### config.mk
export PLATFORM = sky130hd
export DESIGN_NAME = batch_guard
export DESIGN_NICKNAME = d
export VERILOG_FILES = /design/src/rtl/batch_guard.sv
export SDC_FILE = /design/constraint.sdc
export NUM_CORES = 1
export LEC_CHECK = 0
export ABC_AREA = 1
export BUFFER_PORTS_ARGS = -buffer_cell sky130_fd_sc_hd__buf_2
export CAP_MARGIN = 20
export CORE_MARGIN = 5
export CORE_UTILIZATION = 48
export DETAILED_ROUTE_END_ITERATION = 8
export HOLD_SLACK_MARGIN = 0.15
export PLACE_DENSITY = 0.84
export REMOVE_ABC_BUFFERS = 1
export SYNTH_ARGS = -nofsm -noshare
export SYNTH_HDL_FRONTEND = slang
export SYNTH_SLANG_ARGS = --single-unit
### constraint.sdc
create_clock -name clk -period 1.6 [get_ports clk]
set_input_delay 0.16 -clock clk [delete_from_list [all_inputs] [get_ports clk]]
set_output_delay 0.16 -clock clk [all_outputs]
set_load 0.02 [all_outputs]
### src/rtl/batch_guard.sv
module batch_guard #(
  parameter int HDR_W = 32,
  parameter int OPC_LSB = 23,
  parameter int OPC_W = 6,
  parameter logic [OPC_W-1:0] STORE_OPC = 6'h20,
  parameter int RING_W = 2,
  parameter int ERR_W = 2
) (
  input  logic              clk,
  input  logic              rst_n,
  input  logic              hdr_valid,
  input  logic [HDR_W-1:0]  hdr_word,
  input  logic              hdr_from_batch,
  input  logic [RING_W-1:0] hdr_ring,
  input  logic              bstart_valid,
  input  logic              bstart_untrusted,
  input  logic              bstart_from_batch,
  input  logic              bseq_end,
  input  logic              irq_en_wr,
  input  logic              irq_en_din,
  input  logic              irq_mask_wr,
  input  logic              irq_mask_din,
  output logic              prot_mode,
  output logic              halt,
  output logic              irq,
  output logic              err_valid,
  output logic [HDR_W-1:0]  err_hdr,
  output logic              err_from_batch,
  output logic [RING_W-1:0] err_ring,
  output logic [ERR_W-1:0]  err_code
);

  localparam logic [ERR_W-1:0] ERR_NONE  = '0;
  localparam logic [ERR_W-1:0] ERR_STORE = ERR_W'(1);

  logic irq_en_q, irq_mask_q, irq_pend_q;

  wire opc_hit    = hdr_word[OPC_LSB +: OPC_W] == STORE_OPC;
  wire violation  = !halt && hdr_valid && hdr_from_batch && prot_mode && opc_hit;
  wire ring_start = !halt && bstart_valid && !bstart_from_batch;
  wire seq_close  = !halt && bseq_end;

  always_ff @(posedge clk or negedge rst_n) begin
    if (!rst_n)          prot_mode <= 1'b0;
    else if (ring_start) prot_mode <= bstart_untrusted;
    else if (seq_close)  prot_mode <= 1'b0;
  end

  always_ff @(posedge clk or negedge rst_n) begin
    if (!rst_n) begin
      halt           <= 1'b0;
      err_valid      <= 1'b0;
      err_hdr        <= '0;
      err_from_batch <= 1'b0;
      err_ring       <= '0;
      err_code       <= ERR_NONE;
      irq_pend_q     <= 1'b0;
    end else if (violation) begin
      halt           <= 1'b1;
      err_valid      <= 1'b1;
      err_hdr        <= hdr_word;
      err_from_batch <= hdr_from_batch;
      err_ring       <= hdr_ring;
      err_code       <= ERR_STORE;
      irq_pend_q     <= 1'b1;
    end
  end

  always_ff @(posedge clk or negedge rst_n) begin
    if (!rst_n) begin
      irq_en_q   <= 1'b0;
      irq_mask_q <= 1'b1;
    end else begin
      if (irq_en_wr)   irq_en_q   <= irq_en_din;
      if (irq_mask_wr) irq_mask_q <= irq_mask_din;
    end
  end

  assign irq = irq_pend_q & irq_en_q & ~irq_mask_q;

endmodule


==> out/results.tsv, run 1 <==
stage	metric	value	unit
run_status	status	finished, final reports clean	
clock_tree	clock_latency	0.34	ns
grt	grt.overflow.total	0	
setup_path	critPathCaptureType	flop	
sta	relSlewSlack	57.8	%
yosys	synth_area_leaders	dfrtp_1 57%, nand2_1 15%, nand3_1 7.8%	
yosys	synth-async-reset-ratio	100	%
setup_path	cp-start-kind	flop	
floorplan	core	0.00336	sq mm
yosys	yosys_warnings	0	
clock_tree	ctsResizeCount	0	
yosys	ys_types	23	
sta	setup_tns	0	ns
sta	finalSetupViolations	0	
floorplan	chipWidth	69.0	um
clock_tree	cts.reportedPaths.clkPinSlew	0.11	ns
yosys	yosysTopAreaCell	dfrtp_1	
power_and_ir_drop	p_per_area	733	mW/mm^2
setup_path	cp_slowest_stage_delay	0.55	ns
yosys	synth.avg_cell_area	9.45	sq um
setup_path	crit_type	flop to flop	
routing	vias_per_cell	4.59	
yosys	ys.flop_type	dfrtp_1	
grt	grt_first_pass_wirelength	7.71	mm
grt	grt_busiest_layer	met2	
yosys	syn_area	0.00167	sq mm
floorplan	die-area	0.00477	sq mm
power_and_ir_drop	power_switching	0.000373	W
floorplan	num_rows	21	
placement	portBuffers	85	
sta	period_share	90.9	%
sta	finalMaxSlewViolations	0	
layout	nets	343	
routing	drtIter0Drc	61	
placement	gp_congestion	0.702	
clock_tree	clock-sinks	39	
sta	finalHoldViolCount	0	
sta	rsz0062_at_grt	false	
placement	place_hpwl	2.79	mm
grt	grt_max_degree	30	
flow_run	maxCapViolations	0	
routing	routed_wl	4.51	mm
routing	ant_nets	0	
yosys	ys_seq_area_share	58.4	%
clock_tree	htree_levels	2	
grt	grt_pass1_vias	1662	
clock_tree	cts_root_buffer	clkbuf_4	
setup_path	cp.arrival	1.68	ns
yosys	synth_seq_cells	39	
clock_tree	cts_tree	built	
sta	fmaxAchievable	687	MHz
grt	antenna_found_initial	0	
layout	final_util	74.6	%
clock_tree	cts_buffers	5	
floorplan	die_y	69.0	um
grt	gr-usage-met3	6.54	%
worst_hold_path	hold_class	primary input to flop	
grt	grt_usage	20.0	%
yosys	synth_edf_count	0	
floorplan	start_util	49.7	%
yosys	yosys.cell_count.top_type	nand2_1	
power_and_ir_drop	vdd_drop_max	0.000493	V
setup_path	path_cells	inv_2, nand3b_1, nor2_1, a21oi_1, dlygate4sd3_1	
setup_path	worst_path_max_delay_cell	dlygate4sd3_1	
floorplan	io_pins	87	
routing	drtPass1Iterations	4	
layout	layout-drive-gt1-share	36.2	%
setup_path	cp_max_fo	6	
layout	antenna_cells	0	
sta	finClkSkew	0.00804	ns
power_and_ir_drop	power_leakage	1.50	nW
power_and_ir_drop	p_seq_share	54.0	%
power_and_ir_drop	pwr-share-clk	36.6	%
yosys	synth.top_cells.by_count	65 x nand2_1, 38 x dfrtp_1, 26 x nand3_1, 12 x inv_1, 8 x nor2_1	
setup_path	required	1.82	ns
grt	met1_usage	21.8	%
routing	wl_per_cell	13.1	um
power_and_ir_drop	swShare	20.3	%
power_and_ir_drop	p_int	0.00147	W
sta	fin_crit	1.46	ns
grt	use_met2	36.8	%
routing	drc	0	
routing	vias	1579	
sta	worst_pin_slew	0.633	ns
power_and_ir_drop	combPwrFrac	9.4	%
clock_tree	clockBufferDepth	2	
layout	area_growth_syn_to_layout	50.0	%
yosys	synth_cells	177	
yosys	yosysTopAreaCellShare	56.8	%
[area by class of cell]
type / instances / area (sq um)
clock buffer: 6 / 51.3
clock inverter: 2 / 35.0
fill: 264 / 853
inverter: 13 / 48.8
multi-input combinational: 114 / 522
sequential: 39 / 977
tap: 46 / 57.6
timing repair buffer: 124 / 818
[placed cells by master, fill, tap and decap left out]
master	count
buf_4	3
buf_2	85
nor2_8	1
nor2_1	8
clkinv_2	1
mux2_2	1
dfstp_2	1
clkbuf_8	1
nand3b_1	1
nand4_1	1
buf_12	1
inv_1	12
o21ai_0	1
dfrtp_1	38
nor3_1	1
bufinv_16	1
clkbuf_4	5
nor2b_2	1
nor2_2	1
dlygate4sd3_1	35
inv_2	1
nand2_1	65
nand3_2	2
nand3_1	26
conb_1	1
nand2_2	3
a21oi_1	1
[worst paths after layout]
| path | from | end | cells after the start | slack [ns] |
|---|---|---|---|---|
| hold / removal | hdr_valid | err_hdr[7] | 5 | 0.29 |
| hold reg to reg | err_hdr[4] | err_hdr[4] | 2 | 0.48 |
| max in group asynchronous | rst_n | err_hdr[30] | 3 | 0.64 |
| setup reg to reg | err_valid | prot_mode | 5 | 0.14 |
| setup / recovery | err_valid | prot_mode | 5 | 0.14 |
| min in group asynchronous | rst_n | err_hdr[27] | 2 | 0.37 |
[layer usage]
layer	wire length (um)	vias up	share of wire [%]
li1	-	782	-
met5	0	-	0
met4	58	0	1.3
met1	1720	728	38
met2	2430	59	54
met3	304	10	6.7
[sequential cells by signal, summed over array words and instances, names as in the netlist]
register and flops:
err_from_batch 1, err_hdr 32, err_ring 2, err_valid 1, irq_en_q 1, irq_mask_q 1, prot_mode 1
[per-stage QoR]
| stage | power, W | instances | setup slack (ns) | instance area [sq um] | hold WS (ns) |
|---|---|---|---|---|---|
| finish | 0.00184 | 344 | 0.145 | 2510 | 0.294 |
| global route | 0.00192 | 344 | 0.0390 | 2510 | 0.296 |
| CTS | 0.00185 | 343 | 0.167 | 2500 | 0.279 |
| detailed placement | 0.00112 | 300 | 0.327 | 2070 | 0.208 |
| global placement | 0.00111 | 300 | 0.364 | 2070 | 0.191 |
| floorplan | 0.00103 | 166 | 0.0302 | 1550 | -0.136 |
[timing repair]
item | 4_1_cts | 5_1_grt
hold buffers | 35 | 0
endpoints found under the setup margin | 0 | 1
hold endpoints to repair | 58 | 0
setup buffers | 0 | 1
[critical path, delay by kind of cell (launching register included)]
| kind | cells | cell delay [ns] |
|---|---|---|
| AND/OR/NAND/NOR | 2 | 0.22 |
| flip-flops | 1 | 0.41 |
| AO/OA/AOI/OAI | 1 | 0.05 |
| buffers and inverters | 2 | 0.66 |
[logic make-up (layout without fill, tap and decap cells)]
group,Yosys count,count (layout),share of synthesized area [%]
muxes,1,1,0.673
AOI/OAI and AO/OA,2,2,0.598
buffers and inverters,24,145,10.4
other,1,1,0.224
DFF,39,39,58.4
and+or+nand+nor,110,110,29.7
[power groups by stage]
stage          logic (W)  clock network [W]  registers [W]
6_report        0.000173           0.000673       0.000994
5_1_grt         0.000193           0.000732       0.000994
3_3_place_gp    0.000100                  0        0.00101
3_5_place_dp    0.000103                  0        0.00101
4_1_cts         0.000169           0.000687       0.000994
2_1_floorplan  0.0000206                  0        0.00101
No activity file was read; power rests on OpenSTA's default activity.
==> inputs of run 2 (changes only) <==
--- a/config.mk
+++ b/config.mk
@@ -12,7 +12,7 @@
 export CORE_UTILIZATION = 48
 export DETAILED_ROUTE_END_ITERATION = 8
 export HOLD_SLACK_MARGIN = 0.15
-export PLACE_DENSITY = 0.84
+export PLACE_DENSITY = 0.86
 export REMOVE_ABC_BUFFERS = 1
 export SYNTH_ARGS = -nofsm -noshare
 export SYNTH_HDL_FRONTEND = slang
==> run 2 against run 1 <==
Effect of this change:
- core utilization about the same
- clock-buffer cell count up 1
- final cell count up 0.58%
- hold slack worse by 0.0081 ns
- worst setup slack better by 0.045 ns
- sequential power about the same
- critical path depth unchanged
- sequential cell count unchanged
- first-iteration DRC count up 39%
- routed wire length down 1.4%
- non-clock buffer count up 2
- critical endpoint unchanged
- largest power group unchanged
==> out/results.tsv, run 2 (synthesized netlist as in run 1, its figures left out) <==
stage	metric	value	unit	change
clock_tree	cts.reportedPaths.clkPinSlew	0.11	ns	about the same
floorplan	num_rows	21		unchanged
setup_path	path_delay_family	buffers and inverters		
setup_path	cp.arrival	1.65	ns	-0.03 ns
layout	final_cell_mix	85 x buf_2, 65 x nand2_1, 38 x dfrtp_1, 38 x dlygate4sd3_1, 26 x nand3_1		
layout	layout-drive-gt1-share	35.0	%	-1.2 points
power_and_ir_drop	power_leakage	1.50	nW	-0.58%
setup_path	cp_num_buf_inv	2		unchanged
grt	gr-usage-met3	5.38	%	-1.2 points
grt	grt_busiest_layer	met2		
routing	vias	1590		+0.70%
routing	wl_per_cell	12.8	um	-2.0%
sta	fin_hold_ws	0.286	ns	-0.00812 ns
floorplan	chipWidth	69.0	um	unchanged
setup_path	cp-start-kind	flop		
floorplan	start_util	49.7	%	unchanged
sta	finClkSkew	0.00814	ns	+0.0000960 ns
grt	grt_usage	19.2	%	-0.83 points
placement	place_hpwl	2.84	mm	+1.8%
run_status	status	finished, final reports clean		
routing	drc	0		unchanged
sta	finalHoldViolCount	0		unchanged
setup_path	worst_path_max_delay_cell	dlygate4sd3_1		
clock_tree	cts_tree	built		
setup_path	cp_slowest_stage_delay	0.55	ns	about the same
clock_tree	htree_levels	2		unchanged
clock_tree	clock_latency	0.34	ns	about the same
power_and_ir_drop	vdd_drop_max	0.000471	V	-4.4%
sta	fin_crit	1.41	ns	-0.0448 ns
floorplan	die_y	69.0	um	unchanged
routing	ant_nets	0		unchanged
layout	final_common_cell	buf_2		
layout	area_growth_syn_to_layout	50.0	%	about the same
floorplan	io_pins	87		unchanged
grt	grt_first_pass_wirelength	7.42	mm	-3.8%
layout	final_util	74.6	%	about the same
clock_tree	cts_root_buffer	clkbuf_4		
sta	setup_tns	0	ns	unchanged
placement	portBuffers	85		unchanged
grt	use_met2	34.6	%	-2.1 points
sta	finalSetupViolations	0		unchanged
placement	gp_congestion	0.755		+7.5%
setup_path	required	1.84	ns	+0.02 ns
layout	antenna_cells	0		unchanged
layout	largest_reg_flops	32		unchanged
floorplan	core	0.00336	sq mm	unchanged
sta	fmaxAchievable	709	MHz	+3.2%
power_and_ir_drop	p_per_area	655	mW/mm^2	-11%
setup_path	critPathCaptureType	flop		
grt	grt_pass1_vias	1649		-0.78%
layout	nets	345		+0.58%
clock_tree	clockBufferDepth	2		unchanged
routing	vias_per_cell	4.60		+0.11%
setup_path	crit_type	flop to flop		
setup_path	path_cells	inv_2, nand3b_1, nor2_1, dlygate4sd3_1, a21oi_1		
layout	largest-register	err_hdr		
setup_path	cp_max_fo	6		unchanged
routing	routed_wl	4.45	mm	-1.4%
layout	reg.largest.list	err_hdr (32), err_ring (2)		
flow_run	maxCapViolations	0		unchanged
sta	finalMaxSlewViolations	0		unchanged
clock_tree	clock-sinks	39		unchanged
grt	met1_usage	20.9	%	-0.92 points
clock_tree	cts_buffers	5		unchanged
sta	rsz0062_at_grt	false		
routing	drtPass1Iterations	4		unchanged
grt	grt.overflow.total	0		unchanged
grt	grt_max_degree	29		-3.3%
floorplan	die-area	0.00477	sq mm	unchanged
clock_tree	ctsResizeCount	0		unchanged
worst_hold_path	hold_class	primary input to flop		
sta	period_share	88.1	%	-2.8 points
grt	antenna_found_initial	0		unchanged
routing	drtIter0Drc	85		+39%
==> run 2: changes by cell type in the layout (fill, tap and decap cells not counted), sizes merged <==
cell	change
clkbuf	+1
buf	-1
bufinv	-1
dlygate4sd3	+3
==> run 2: path summary, 6_finish.rpt <==
check / startpoint / to / slack [ns] / depth (start not counted)
min reg2reg: err_hdr[30] / err_hdr[30] / 0.48 / 2
min: hdr_word[23] / err_hdr[11] / 0.29 / 6
max: err_valid / prot_mode / 0.19 / 5
max in group asynchronous: rst_n / err_hdr[30] / 0.85 / 3
min in group asynchronous: rst_n / err_from_batch / 0.30 / 2
max reg2reg: err_valid / prot_mode / 0.19 / 5
==> run 2: cell type report <==
type | count | area (sq um)
flip-flops and latches | 39 | 977
fillers | 266 | 855
repair buffers | 126 | 853
multi-input cells | 114 | 522
well taps | 46 | 57.6
inverters | 13 | 48.8
clock buffers | 7 | 45.0
clock inverters | 1 | 5.00
==> run 2: repair_timing <==
action                                  4_1_cts  5_1_grt
endpoints found under the setup margin        0        0
hold buffers                                 38        0
buffers inserted                              0        0
hold endpoints to repair                     70        0
==> run 2: report_power, final <==
group / switching, W / total (W) / internal (W)
Clock: 0.000297 / 0.000468 / 0.000171
Sequential: 0.00000209 / 0.000994 / 0.000992
Combinational: 0.0000684 / 0.000181 / 0.000112
==> run 2: worst min-delay path, cell delays in order <==
cell and delay, ns:
buf_2 0.08, nor2_2 0.04, nand2_2 0.10, nor2_8 0.10, nand3_1 0.08, nand2_1 0.05
==> run 2: per-stage QoR <==
step | instances | instance area [sq um] | total power [W] | worst slack [ns]
finish | 346 | 2510 | 0.00164 | 0.190
global route | 346 | 2510 | 0.00171 | 0.109
CTS | 346 | 2510 | 0.00165 | 0.195
detailed placement | 300 | 2080 | 0.00112 | 0.254
global placement | 300 | 2080 | 0.00112 | 0.332
floorplan | 166 | 1550 | 0.00103 | 0.0302
==> run 2: routing by layer <==
layer / part of all wire [%] / up-vias / wire [um]
met1: 37 / 739 / 1660
met4: 0.90 / 0 / 40
met2: 55 / 53 / 2430
met3: 7.0 / 6 / 310
li1: - / 792 / -
met5: 0 / - / 0
